File: config.mk
export PLATFORM = sky130hd
export DESIGN_NAME = sdram_col_seq
export DESIGN_NICKNAME = d
export VERILOG_FILES = /design/src/rtl/col_seq_pkg.sv /design/src/rtl/col_seq_ctrl.sv /design/src/rtl/col_seq_addr.sv /design/src/rtl/sdram_col_seq.sv
export SDC_FILE = /design/constraint.sdc
export NUM_CORES = 1
export LEC_CHECK = 0
export CAP_MARGIN = 40
export CORE_MARGIN = 1
export CORE_UTILIZATION = 29
export DETAILED_ROUTE_END_ITERATION = 6
export DONT_BUFFER_PORTS = 1
export GPL_ROUTABILITY_DRIVEN = 0
export SLEW_MARGIN = 10
export SYNTH_ARGS = -nofsm -noshare
export SYNTH_HDL_FRONTEND = slang
export SYNTH_SLANG_ARGS = --single-unit
File: constraint.sdc
create_clock -name clk -period 3.28 [get_ports clk]
set_input_delay 0.656 -clock clk [delete_from_list [all_inputs] [get_ports clk]]
set_output_delay 0.656 -clock clk [all_outputs]
set_load 0.02 [all_outputs]
File: src/rtl/col_seq_pkg.sv
`timescale 1ns/1ps
package col_seq_pkg;
  // Burst length codes; the length is 2**code for codes 0..3.
  localparam logic [2:0] BLC_1    = 3'd0;
  localparam logic [2:0] BLC_2    = 3'd1;
  localparam logic [2:0] BLC_4    = 3'd2;
  localparam logic [2:0] BLC_8    = 3'd3;
  localparam logic [2:0] BLC_PAGE = 3'd7;

  typedef enum logic {
    ORDER_SEQ = 1'b0,
    ORDER_XOR = 1'b1
  } order_e;
endpackage

File: src/rtl/col_seq_ctrl.sv
`timescale 1ns/1ps
module col_seq_ctrl
  import col_seq_pkg::*;
#(
  parameter int COL_W = 9
) (
  input  logic             clk,
  input  logic             rst,
  input  logic             load,
  input  logic [COL_W-1:0] start_col,
  input  logic [2:0]       bl_code,
  input  logic             wrap_il,
  input  logic             stop,
  output logic             nxt_active,
  output logic [COL_W-1:0] nxt_base,
  output logic [COL_W-1:0] nxt_beat,
  output logic [COL_W-1:0] nxt_mask,
  output order_e           nxt_order,
  output logic             nxt_last
);
  localparam logic [COL_W-1:0] ALL_ONES = {COL_W{1'b1}};

  logic             act_q;
  logic [COL_W-1:0] base_q;
  logic [COL_W-1:0] beat_q;
  logic [COL_W-1:0] mask_q;
  logic             page_q;
  order_e           order_q;

  logic [COL_W-1:0] mask_in;
  logic             page_in;
  logic             page_n;
  logic             cur_last;

  // length code -> mask of the bits that move within the burst
  always_comb begin
    case (bl_code)
      BLC_2:    mask_in = COL_W'(1);
      BLC_4:    mask_in = COL_W'(3);
      BLC_8:    mask_in = COL_W'(7);
      BLC_PAGE: mask_in = ALL_ONES;
      default:  mask_in = '0;
    endcase
  end
  assign page_in  = (bl_code == BLC_PAGE);
  assign cur_last = act_q && !page_q && (beat_q == mask_q);

  always_comb begin
    nxt_active = act_q;
    nxt_base   = base_q;
    nxt_beat   = beat_q;
    nxt_mask   = mask_q;
    nxt_order  = order_q;
    page_n     = page_q;
    if (load) begin
      nxt_active = 1'b1;
      nxt_base   = start_col;
      nxt_beat   = '0;
      nxt_mask   = mask_in;
      page_n     = page_in;
      nxt_order  = (wrap_il && !page_in) ? ORDER_XOR : ORDER_SEQ;
    end else if (act_q && (stop || cur_last)) begin
      nxt_active = 1'b0;
      nxt_beat   = '0;
    end else if (act_q) begin
      nxt_beat   = beat_q + COL_W'(1);
    end
  end

  assign nxt_last = nxt_active && !page_n && (nxt_beat == nxt_mask);

  always_ff @(posedge clk) begin
    if (rst) begin
      act_q   <= 1'b0;
      base_q  <= '0;
      beat_q  <= '0;
      mask_q  <= '0;
      page_q  <= 1'b0;
      order_q <= ORDER_SEQ;
    end else begin
      act_q   <= nxt_active;
      base_q  <= nxt_base;
      beat_q  <= nxt_beat;
      mask_q  <= nxt_mask;
      page_q  <= page_n;
      order_q <= nxt_order;
    end
  end

  // a fixed burst never counts past its final beat
  a_r5_beat_in_range: assert property (@(posedge clk) disable iff (rst)
    (act_q && !page_q) |-> (beat_q <= mask_q));

  // a load always restarts at beat zero
  a_r9_restart: assert property (@(posedge clk) disable iff (rst)
    load |=> (act_q && beat_q == '0));
endmodule

File: src/rtl/col_seq_addr.sv
`timescale 1ns/1ps
module col_seq_addr
  import col_seq_pkg::*;
#(
  parameter int COL_W = 9
) (
  input  logic             active,
  input  logic [COL_W-1:0] base,
  input  logic [COL_W-1:0] beat,
  input  logic [COL_W-1:0] mask,
  input  order_e           order,
  output logic [COL_W-1:0] addr
);
  logic [COL_W-1:0] sum;
  logic [COL_W-1:0] raw;

  assign sum = base + beat;

  // per bit: fixed upper bits keep the start value, moving bits follow the order
  for (genvar i = 0; i < COL_W; i++) begin : g_bit
    assign raw[i] = !mask[i]            ? base[i] :
                    (order == ORDER_XOR) ? (base[i] ^ beat[i]) : sum[i];
  end

  assign addr = active ? raw : '0;
endmodule

File: src/rtl/sdram_col_seq.sv
`timescale 1ns/1ps
module sdram_col_seq
  import col_seq_pkg::*;
#(
  parameter int COL_W = 9
) (
  input  logic             clk,
  input  logic             rst,
  input  logic             load,
  input  logic [COL_W-1:0] start_col,
  input  logic [2:0]       bl_code,
  input  logic             wrap_il,
  input  logic             stop,
  output logic             col_valid,
  output logic [COL_W-1:0] col_addr,
  output logic             col_last
);
  logic             n_active;
  logic [COL_W-1:0] n_base;
  logic [COL_W-1:0] n_beat;
  logic [COL_W-1:0] n_mask;
  order_e           n_order;
  logic             n_last;
  logic [COL_W-1:0] n_addr;

  col_seq_ctrl #(.COL_W(COL_W)) i_ctrl (
    .clk        (clk),
    .rst        (rst),
    .load       (load),
    .start_col  (start_col),
    .bl_code    (bl_code),
    .wrap_il    (wrap_il),
    .stop       (stop),
    .nxt_active (n_active),
    .nxt_base   (n_base),
    .nxt_beat   (n_beat),
    .nxt_mask   (n_mask),
    .nxt_order  (n_order),
    .nxt_last   (n_last)
  );

  col_seq_addr #(.COL_W(COL_W)) i_addr (
    .active (n_active),
    .base   (n_base),
    .beat   (n_beat),
    .mask   (n_mask),
    .order  (n_order),
    .addr   (n_addr)
  );

  always_ff @(posedge clk) begin
    if (rst) begin
      col_valid <= 1'b0;
      col_addr  <= '0;
      col_last  <= 1'b0;
    end else begin
      col_valid <= n_active;
      col_addr  <= n_addr;
      col_last  <= n_last;
    end
  end

  // reset clears all outputs
  a_r1_reset_clear: assert property (@(posedge clk)
    rst |=> (!col_valid && !col_last && col_addr == '0));

  // first beat is the loaded column
  a_r2_first_beat: assert property (@(posedge clk) disable iff (rst)
    load |=> (col_valid && col_addr == $past(start_col)));

  // last flag only on a valid beat
  a_r6_last_valid: assert property (@(posedge clk) disable iff (rst)
    col_last |-> col_valid);

  // stop without load ends the burst
  a_r8_stop_ends: assert property (@(posedge clk) disable iff (rst)
    (stop && !load) |=> !col_valid);

  // address is zero while idle
  a_r10_idle_zero: assert property (@(posedge clk) disable iff (rst)
    !col_valid |-> (col_addr == '0));
endmodule

==> impl_metrics.csv <==
group,metric,value,unit
timing,setup_viol,0,
route,drt-pass1-iter-count,4,
pwr,total_power,993,µW
route,ant_nets,0,
die,die_h,90.5,µm
timing,finalWorstSetupSlack,217,ps
yosys,synthCells,265,
min_path,hp-class,"in -> reg",
worst_setup_path,crit_chain,"xnor2_2 -> and4_4 -> a311oi_1 -> mux2i_1 -> nor2_1 -> ha_1 -> nand2_1 -> a21oi_1 -> o41ai_2 -> maj3_2 -> a211oi_2 -> xnor2_1 -> a211oi_2",
pwr,netSwitchingFraction,0.271,
yosys,yosys_warnings,0,
worst_setup_path,cp_top_family,"compound AO/OA/AOI/OAI gates",
route,drt_iter0_markers,80,
timing,hold_ws,420,ps
pwr,intPower,724,µW
status,status,"completed",
global_route,grtUsageTotal,0.138,
worst_setup_path,cpPeakStageDelay,430,ps
worst_setup_path,r2r_cells,13,
min_path,hold_depth,1,
global_route,grt_start_max_net_pins,31,
worst_setup_path,crit_arrival,3280,ps
worst_setup_path,critPathBufInv,0,
yosys,syn_nets,288,
timing,fin_crit_sh,0.934,
worst_setup_path,cpMaxStageDelayCell,"dfxtp_1",
pwr,clkPwrFrac,0.351,
clock_tree,cts.root.buffer_cell,"clkbuf_8",
yosys,ys_seq_area_frac,0.353,
global_route,antenna_found_initial,0,
timing,tightest_slew,630,ps
placement,io_buffers,0,
yosys,synth.avg_cell_area,8.57,µm²
clock_tree,clock_path_buffers,2,
timing,hold_violations,0,
worst_setup_path,timing.critical_path.fanout_max,4,
yosys,async_reset_ff_frac,0,
layout,nets,292,
clock_tree,path_clk_slew,80,ps
layout,design_area,2520,µm²
die,die-area,8190,µm²
worst_setup_path,cpMostUsedCell,"a211oi_2",
route,routed_wl,5360,µm
worst_setup_path,startpoint_type,"flip-flop",
pwr,switchingPower,269,µW
placement,place_area,2400,µm²
yosys,synth_cell_types,53,
yosys,synth-seq-cells,40,
pwr,powerDensity,394,nW/µm²
route,viasPerCell,5.04,
pwr,power.leakage,0.00100,µW
die,ioPinCount,28,
pwr,pwr-share-seq,0.524,
placement,dp_hpwl,3940,µm
layout,drive_gt1_frac,0.152,
global_route,overflow,0,
timing,slew_violations,0,
route,wl_per_cell,14.5,µm
die,rows,31,
clock_tree,cts.sinks,40,
global_route,grt_pass1_wl,9110,µm
route,drcViolationCount,0,
timing,fin_crit,3060,ps
worst_setup_path,end_kind,"flip-flop",
placement,post-place-ws,186,ps
worst_setup_path,path_class,"reg -> reg",
die,initial_utilization,0.307,
global_route,grt_pass1_vias,1893,
layout,antenna_cells,0,
die,die_x,90.5,µm
yosys,synthesis.area,2270,µm²
pwr,p_comb_frac,0.124,
yosys,ys.flop_type,"dfxtp_1",
timing,fin_skew,5.85,ps
timing,slew_headroom,0.576,
worst_setup_path,cp.depth,13,
layout,area_growth,11.1,%
layout,multi_input_area,1430,µm²
layout,final_common_cell,"nor2_1",
pwr,ir_drop,0.164,mV
job,drv_cap,0,
clock_tree,insertion_delay,300,ps
worst_setup_path,r2r_setup_slack,220,ps
layout,final_cell_mix,"nor2_1 (40), dfxtp_1 (36), nand2_1 (19), xor2_1 (14), a21oi_1 (13)",
clock_tree,cts_tree,"built",
route,vias,1861,
timing,fmax,0.326,GHz
worst_setup_path,critical_path_required,3500,ps
layout,seqCellArea,806,µm²
die,core,7410,µm²
clock_tree,cts_htree_levels,2,
clock_tree,numCtsBuffers,5,
yosys,synth_edf_count,0,
layout,fill_cells,768,
## registers in the layout (all words and copies together), names as in the netlist
signal          count
i_ctrl.page_q       1
i_ctrl.base_q       9
i_ctrl.mask_q       9
col_addr            9
i_ctrl.order_q      1
i_ctrl.beat_q       9
i_ctrl.act_q        1
col_last            1
## cell type report
type	count	area share
Multi-Input combinational cell	209	0.566
Tap cell	99	0.0491
Timing Repair Buffer	7	0.0198
Sequential cell	40	0.319
Inverter	6	0.00892
Clock inverter	2	0.00397
Clock buffer	6	0.0327
## final timing paths
| check | end | from |
|---|---|---|
| setup / recovery | col_addr[5] | i_ctrl.mask_q[8] |
| hold / removal | i_ctrl.beat_q[0] | load |
| setup reg to reg | col_addr[5] | i_ctrl.mask_q[8] |
| hold reg to reg | i_ctrl.base_q[4] | i_ctrl.base_q[4] |
## logic make-up after synthesis
logic type                 after synthesis  synth area share
and+or+nand+nor                        111             0.242
AOI/OAI and AO/OA                       47             0.152
DFF                                     40             0.353
xor gates and xnor gates                30             0.119
buffers and inverters                   16            0.0314
muxes                                   13            0.0606
adders and majority gates                8            0.0424
## stage by stage
stage | setup TNS, ps | utilization | cells
finish | 0 | 0.341 | 369
global route | -53.0 | 0.341 | 369
CTS | 0 | 0.336 | 369
detailed placement | 0 | 0.323 | 361
global placement | 0 | 0.323 | 360
floorplan | 0 | - | 265
## cells in the mapped netlist, types with 3 or more instances
master	n	area (µm²)
dfxtp_1	40	801
and3_1	3	18.8
xnor2_1	15	131
nor2_1	40	150
nand3_1	4	20.0
a21oi_1	13	65.1
mux2i_1	7	70.1
o21ai_0	6	30.0
and2_1	3	18.8
inv_1	5	18.8
mux2_2	6	67.6
a21o_1	6	45.0
nor3_1	11	55.1
buf_2	3	15.0
clkbuf_1	4	15.0
ha_1	6	75.1
xor2_1	14	123
nand4_1	8	50.1
a211oi_1	3	22.5
nand2_1	19	71.3
nor2b_1	11	68.8
## power groups by stage
stage	Clock, µW	Sequential [µW]	Combinational [µW]
3_3_place_gp	0	532	120
6_report	349	521	123
5_1_grt	380	523	138
2_1_floorplan	0	531	103
3_5_place_dp	0	532	121
4_1_cts	358	521	122
## per-layer routing
layer | track usage | wire length [µm] | up-vias
li1 | - | - | 939
met1 | 0.178 | 2590 | 884
met2 | 0.220 | 2440 | 29
met3 | 0.0379 | 255 | 9
met4 | 0.0497 | 80 | 0
met5 | 0 | 0 | -
## what timing repair did
item	4_1_cts	5_1_grt
hold buffers	0	0
setup buffers	0	0
setup endpoints to repair	0	2
resized for setup	0	8
(Power assumes the default switching activity.)
